==> src/rtl/lu_pkg.sv <==
package lu_pkg;
   typedef enum logic [1:0] {
      CLS_OTHER = 2'd0,
      CLS_LOAD  = 2'd1,
      CLS_STORE = 2'd2,
      CLS_MUL   = 2'd3
   } iclass_t;

   typedef enum logic [1:0] {
      SEL_RF   = 2'd0,
      SEL_EXEC = 2'd1,
      SEL_LATE = 2'd2
   } fwd_sel_t;
endpackage

==> src/rtl/lu_producer.sv <==
// Classifies the stage-3 instruction as a producer: whether it writes a
// real register and whether its value only appears in stage 3.
module lu_producer #(
   parameter int IDX_W    = 5,
   parameter bit LATE_MUL = 1'b1
) (
   input  logic [IDX_W-1:0] rd,
   input  logic             wen,
   input  logic [1:0]       cls,
   input  logic             masked,
   output logic             wr_o,
   output logic             late_o
);
   import lu_pkg::*;

   assign wr_o = wen && !masked && (rd != '0);

   generate
      if (LATE_MUL) begin : g_mul_late
         assign late_o = (cls == CLS_LOAD) || (cls == CLS_MUL);
      end else begin : g_mul_early
         assign late_o = (cls == CLS_LOAD);
      end
   endgenerate
endmodule

==> src/rtl/lu_operand.sv <==
// One source operand: match against the producer, hazard and select.
module lu_operand #(
   parameter int IDX_W = 5
) (
   input  logic [IDX_W-1:0] src,
   input  logic             use_i,
   input  logic             late_use,
   input  logic [IDX_W-1:0] p_rd,
   input  logic             p_wr,
   input  logic             p_late,
   output logic             hz_o,
   output logic [1:0]       sel_o
);
   import lu_pkg::*;

   logic hit;

   assign hit  = use_i && p_wr && (src == p_rd);
   assign hz_o = hit && p_late && !late_use;

   always_comb begin
      sel_o = SEL_RF;
      if (hit) begin
         if (!p_late)
            sel_o = SEL_EXEC;
         else if (late_use)
            sel_o = SEL_LATE;
      end
   end
endmodule

==> src/rtl/lu_interlock.sv <==
module lu_interlock #(
   parameter int IDX_W           = 5,
   parameter bit LATE_MUL        = 1'b1,
   parameter bit STORE_DATA_LATE = 1'b1
) (
   input  logic             clk,
   input  logic             rst_n,
   input  logic             s2_valid,
   input  logic [IDX_W-1:0] s2_rs1,
   input  logic             s2_rs1_use,
   input  logic [IDX_W-1:0] s2_rs2,
   input  logic             s2_rs2_use,
   input  logic [1:0]       s2_cls,
   input  logic [IDX_W-1:0] s3_rd,
   input  logic             s3_wen,
   input  logic [1:0]       s3_cls,
   output logic             stall,
   output logic             bubble,
   output logic [1:0]       fwd_rs1,
   output logic [1:0]       fwd_rs2,
   output logic             rs2_late
);
   import lu_pkg::*;

   localparam int NUM_SRC = 2;

   if (IDX_W < 1 || IDX_W > 6) begin : g_bad_idx_w
      $error("lu_interlock: IDX_W must lie in 1..6");
   end

   logic             mask_q;
   logic             p_wr, p_late;
   logic [IDX_W-1:0] src_a  [NUM_SRC];
   logic             use_a  [NUM_SRC];
   logic             late_a [NUM_SRC];
   logic             hz_a   [NUM_SRC];
   logic [1:0]       sel_a  [NUM_SRC];
   logic             is_store;
   logic             hz_any;

   assign is_store = (s2_cls == CLS_STORE);

   assign src_a[0]  = s2_rs1;
   assign src_a[1]  = s2_rs2;
   assign use_a[0]  = s2_rs1_use;
   assign use_a[1]  = s2_rs2_use;
   assign late_a[0] = 1'b0;

   generate
      if (STORE_DATA_LATE) begin : g_sd_late
         assign late_a[1] = is_store;
      end else begin : g_sd_early
         assign late_a[1] = 1'b0;
      end
   endgenerate

   lu_producer #(.IDX_W(IDX_W), .LATE_MUL(LATE_MUL)) u_prod (
      .rd     (s3_rd),
      .wen    (s3_wen),
      .cls    (s3_cls),
      .masked (mask_q),
      .wr_o   (p_wr),
      .late_o (p_late)
   );

   for (genvar g = 0; g < NUM_SRC; g++) begin : g_src
      lu_operand #(.IDX_W(IDX_W)) u_opnd (
         .src      (src_a[g]),
         .use_i    (use_a[g]),
         .late_use (late_a[g]),
         .p_rd     (s3_rd),
         .p_wr     (p_wr),
         .p_late   (p_late),
         .hz_o     (hz_a[g]),
         .sel_o    (sel_a[g])
      );
   end

   assign hz_any   = hz_a[0] || hz_a[1];
   assign stall    = s2_valid && hz_any;
   assign bubble   = s2_valid && hz_any;
   assign fwd_rs1  = s2_valid ? sel_a[0] : SEL_RF;
   assign fwd_rs2  = s2_valid ? sel_a[1] : SEL_RF;
   assign rs2_late = s2_valid && late_a[1];

   // Stage 3 holds the injected no-op in the cycle after a stall.
   always_ff @(posedge clk or negedge rst_n) begin
      if (!rst_n) mask_q <= 1'b0;
      else        mask_q <= stall;
   end
endmodule

==> config.mk <==
export PLATFORM = sky130hd
export DESIGN_NAME = lu_interlock
export DESIGN_NICKNAME = d
export VERILOG_FILES = /design/src/rtl/lu_pkg.sv /design/src/rtl/lu_producer.sv /design/src/rtl/lu_operand.sv /design/src/rtl/lu_interlock.sv
export SDC_FILE = /design/constraint.sdc
export NUM_CORES = 1
export LEC_CHECK = 0
export ABC_AREA = 1
export ABC_CLOCK_PERIOD_IN_PS = 1300
export BUFFER_PORTS_ARGS = -buffer_cell sky130_fd_sc_hd__buf_2
export CAP_MARGIN = 30
export CORE_AREA = 5 5 42 44
export CTS_BUF_LIST = sky130_fd_sc_hd__clkbuf_16
export DETAILED_ROUTE_END_ITERATION = 16
export DIE_AREA = 0 0 47 49
export GPL_TIMING_DRIVEN = 0
export PLACE_DENSITY = 0.57
export SLEW_MARGIN = 20
export SYNTH_ARGS = -nofsm -noshare
export SYNTH_HDL_FRONTEND = slang
export SYNTH_SLANG_ARGS = --single-unit
==> constraint.sdc <==
create_clock -name clk -period 1.3 [get_ports clk]
set_input_delay 0.325 -clock clk [delete_from_list [all_inputs] [get_ports clk]]
set_output_delay 0.325 -clock clk [all_outputs]
set_load 0.02 [all_outputs]
==> results of run 1 <==
## layout make-up
type,instances,area share
plain buffers,2,0.0307
inverters,11,0.0879
multi-input cells,45,0.458
flip-flops and latches,1,0.0409
well taps,16,0.0327
repair buffers,30,0.350
## power groups by stage
stage / clock network [uW] / registers, uW / logic [uW]
after global placement: 0 / 31.9 / 113
after floorplan: 0 / 31.9 / 60.2
after CTS: 0 / 31.9 / 139
after global routing: 0 / 31.9 / 158
final: 0 / 31.9 / 141
after detailed placement: 0 / 31.9 / 114
## per-layer routing
layer	vias to the layer above	GRT usage	wire length, um
met2	19	0.136	457
met3	0	0.00369	77
met4	0	0	0
li1	234	-	-
met1	172	0.111	367
met5	-	0	0
## path summary, 6_finish.rpt
path | cells after the start | slack (ns) | start | end
worst max-delay path | 11 | -0.32 | s3_rd[3] | stall
worst min-delay path | 1 | 0.10 | rst_n | mask_q$_DFF_PN0_
worst max register to register | 5 | 0.27 | mask_q$_DFF_PN0_ | mask_q$_DFF_PN0_
worst min register to register | 5 | 0.67 | mask_q$_DFF_PN0_ | mask_q$_DFF_PN0_
max in group asynchronous | 1 | 1.11 | rst_n | mask_q$_DFF_PN0_
min in group clk | 3 | 0.62 | s2_valid | mask_q$_DFF_PN0_
## layout by cell type, fill, tap and decap left out, types with 3 or more instances in the layout
| master | Yosys | layout |
|---|---|---|
| nor2_1 | 10 | 8 |
| nand2_1 | 20 | 16 |
| nand2_2 | 0 | 4 |
| nand3_2 | 0 | 3 |
| inv_1 | 9 | 8 |
| xor2_1 | 4 | 4 |
| buf_8 | 0 | 3 |
| buf_6 | 0 | 6 |
| buf_2 | 0 | 21 |
## cell families after synthesis
kind of cell | count (synthesis) | share of synthesized area
and+or+nand+nor | 38 | 0.550
xor gates and xnor gates | 4 | 0.121
AOI/OAI and AO/OA | 2 | 0.0346
DFF | 1 | 0.0866
other | 1 | 0.0130
buffers and inverters | 13 | 0.195
## metrics by stage
stage,std cells,setup WS [ns]
finish,105,-0.315
floorplan,59,-0.185
detailed placement,104,-0.462
global route,105,-0.411
CTS,105,-0.343
global placement,104,-0.457
## worst reg2reg max path, cell delays in order (launching register included)
cell,delay (ns)
dfrtp_1,0.34
nor2_1,0.09
nand2_1,0.08
nor2_2,0.15
nand3_2,0.10
a21oi_4,0.18
## repair_timing
| item | CTS | global route |
|---|---|---|
| endpoints found under the setup margin | 5 | 5 |
| setup buffers | 1 | 0 |
| pin swaps | 11 | 10 |
| resized for setup | 22 | 4 |
==> metrics, run 1 <==
status=finished with violations; failing checks=negative setup slack; combinational share of power=0.815; initial antenna violation count=0; Layout area overhead=112%; Pint=101 uW; NetSw=approximately 72 uW; FF/Latch Area=25.0 um2; hold slack=0.101 ns; final setup skew=0 ns; cts hold-fix bufs=0; Leak=0.000341 uW; routability cong.=0.647; biggest regs=mask_q (1); Multi-input gate area=280 um2; port bufs=29; Die H=about 49 um; synth cell count leaders=20 x nand2_1, 10 x nor2_1, 9 x inv_1, 4 x nand3_1, 4 x xor2_1; I/O Pins=32; sw frac=0.416; crit path cell chain=buf_8 -> inv_8 -> nand2_2 -> nand2_1 -> nor2_1 -> nand2_1 -> nor2_2 -> nand3_2 -> a21oi_4 -> buf_6 -> buf_6; Total Die Area=approximately 0.0023 mm2; Min Clock Period, post-route=1.62 ns; via count=about 430; Placement Cell Area=505 um2; syn_nets=84; cell with the most instances after synthesis=nand2_1; vias in the first global route=420; unrepaired setup endpoints after global routing=yes; setup_tns=-1.30 ns; fillers=168; drt initial violations=3; # setup viols final=5; FF+latch count, synth=1; clock-pin transition on the worst setup and hold timing paths=0 ns; EDFF count, synth=0; gr ovfl total=0; sequential cell area fraction in the yosys report=0.0866; Tot Pwr=173 uW; Max Clock Freq=619 MHz; clock share of power=0; GRT Util Overall=0.0787; Setup CP Type=input pin to output port; worst path bufs/invs=4; Cell Area, Synth=between 200 and 300 um2; DP HPWL=801 um; Final Util=0.437; largest net degree at the start of global routing=5; Core Box Area=0.00140 mm2; Clock Latency Late Sink=0 ns; Ant. Diodes=0; # nets final=116; post-synthesis cell count=59; Area contributors post-synth=nand2_1 26%, nor2_1 13%, xor2_1 12%; largest register by flop count=mask_q; sequential power share=0.185; slowest stage delay, CP=0.18 ns; layout cells sized above 1=0.562; fin. max-slew vios=0; max-cap violations=0; crit path DAT=1.29 ns; setup ws final=-0.315 ns; Synth area leader=nand2_1; Final ANT Viol Nets=0; DRC=0; Startpoint Class=input pin; Avg WL per Cell=8.59 um; Yosys warnings=0; Total Wirelength=902 um; first-pass GRT wire length=1500 um; CP Capture Type=output port; predominant post-synthesis flop cell=dfrtp_1; CP max FO=3; maximum VDD drop=0.000185 V; WP data required=0.98 ns; Fin. Hold Viols=0; top cell type's share of synthesized area=0.260; Avg Cell Area, Syn=4.90 um2; ys async rst share=1.00; worst min path class=input pin to async pin; # rows=14; pwr dens=around 280 mW/mm2; max reg flops=1; Largest delay share family, worst path=simple AND/OR/NAND/NOR gates; Starting Density=0.206; chip width=47 um; first-pass iteration count of the detailed router=4; post-synth cell types=14; Via density=4.05; Slowest-stage cell, CP=a21oi_4; Final Cycle Share=1.24; Final Cell Area=612 um2
No activity file was read; power rests on OpenSTA's default activity.
==> inputs of run 2 (changes only) <==
--- a/config.mk
+++ b/config.mk
@@ -15,6 +15,7 @@
 export DIE_AREA = 0 0 47 49
 export GPL_TIMING_DRIVEN = 0
 export PLACE_DENSITY = 0.57
+export SKIP_CTS_REPAIR_TIMING = 1
 export SLEW_MARGIN = 20
 export SYNTH_ARGS = -nofsm -noshare
 export SYNTH_HDL_FRONTEND = slang
==> metrics, run 2 (synthesis gave the netlist of run 1 again) <==
Fin. Hold Viols=0; Min Clock Period, post-route=1.63 ns; Core Box Area=approximately 0.0014 mm2; met2 routed WL=435 um; Final Util=0.420; GRT Util Overall=0.0696; biggest regs=mask_q (1); Ant. Diodes=0; maximum VDD drop=0.000180 V; initial antenna violation count=0; max-cap violations=0; Max Clock Freq=614 MHz; Place WS=-0.462 ns; Multi-input gate area=265 um2; Total Die Area=about 0.0023 mm2; Via density=4.06; Clock Latency Late Sink=0 ns; worst min path class=input pin to async pin; first-pass GRT wire length=approximately 1300 um; fillers=164; via count=426; Final Cycle Share=1.25; Total Wirelength=875 um; Die H=roughly 49 um; port bufs=29; # setup viols final=5; most common cell after layout, fill and taps aside=buf_2; met1 wire length=349 um; # rows=14; Final Cell Area=588 um2; first-pass iteration count of the detailed router=4; pwr dens=285 mW/mm2; # nets final=116; routability cong.=0.647; crit path DAT=1.30 ns; Starting Density=0.206; WP data required=0.98 ns; final setup skew=0 ns; drt initial violations=2; vias in the first global route=368; layout cells sized above 1=0.551; gr ovfl total=0; DRC=0; failing checks=negative setup slack; unrepaired setup endpoints after global routing=yes; largest register by flop count=mask_q; max reg flops=1; chip width=47 um; CP max FO=3; Leak=0.000330 uW; commonest cells after routing, fill and taps aside=20 x buf_2, 16 x nand2_1, 8 x nor2_1; largest net degree at the start of global routing=5; Startpoint Class=input pin; CP Capture Type=output port; setup ws final=-0.328 ns; clock-pin transition on the worst setup and hold timing paths=0 ns; Reg2Reg Depth=5; fin. max-slew vios=0; Final ANT Viol Nets=0; DR top layer=met3; Tot Pwr=around 170 uW; Placement Cell Area=between 500 and 600 um2; Layout area overhead=103%; status=finished with violations; Avg WL per Cell=8.33 um; Setup CP Type=input pin to output port; met3 wire len=90 um; I/O Pins=32; DP HPWL=between 800 and 900 um; FF/Latch Area=25.0 um2
-- run 2: final timing paths --
path | end | slack, ns | start
hold / removal | mask_q$_DFF_PN0_ | 0.10 | rst_n
max in group asynchronous | mask_q$_DFF_PN0_ | 1.11 | rst_n
setup / recovery | fwd_rs1[0] | -0.33 | s3_rd[3]
setup reg to reg | mask_q$_DFF_PN0_ | 0.32 | mask_q$_DFF_PN0_
min in group clk | mask_q$_DFF_PN0_ | 0.61 | s2_valid
hold reg to reg | mask_q$_DFF_PN0_ | 0.66 | mask_q$_DFF_PN0_
-- run 2: report_power, final --
group	internal, uW	switching, uW	total [uW]
combinational	67.1	68.6	136
clock	0	0	0
sequential	31.9	0.0428	31.9
-- run 2: critical path, cell delays in order --
cell and delay, ns:
buf_6 0.10, inv_8 0.03, nand2_1 0.05, nand2_1 0.06
nor3_2 0.21, nand3_2 0.13, buf_4 0.15, nor3_2 0.09
buf_4 0.16
-- run 2: final cells by class --
type                       instances  share of cell area
buffer                             2              0.0319
multi-input combinational         45               0.451
inverter                          11              0.0915
timing repair buffer              30               0.349
sequential                         1              0.0426
tap                               16              0.0340
-- run 2: routing by layer --
metal	GRT usage	vias to the layer above
met4	0	0
met1	0.0983	174
met2	0.120	19
met3	0.00369	0
li1	-	233
met5	0	-
-- run 2: per-stage QoR --
step	TNS, ns	hold WS, ns	std cells
floorplan	-0.347	0.0294	59
global placement	-1.80	0.101	104
detailed placement	-1.82	0.102	104
CTS	-1.84	0.102	104
global route	-1.99	0.107	105
finish	-1.46	0.101	105
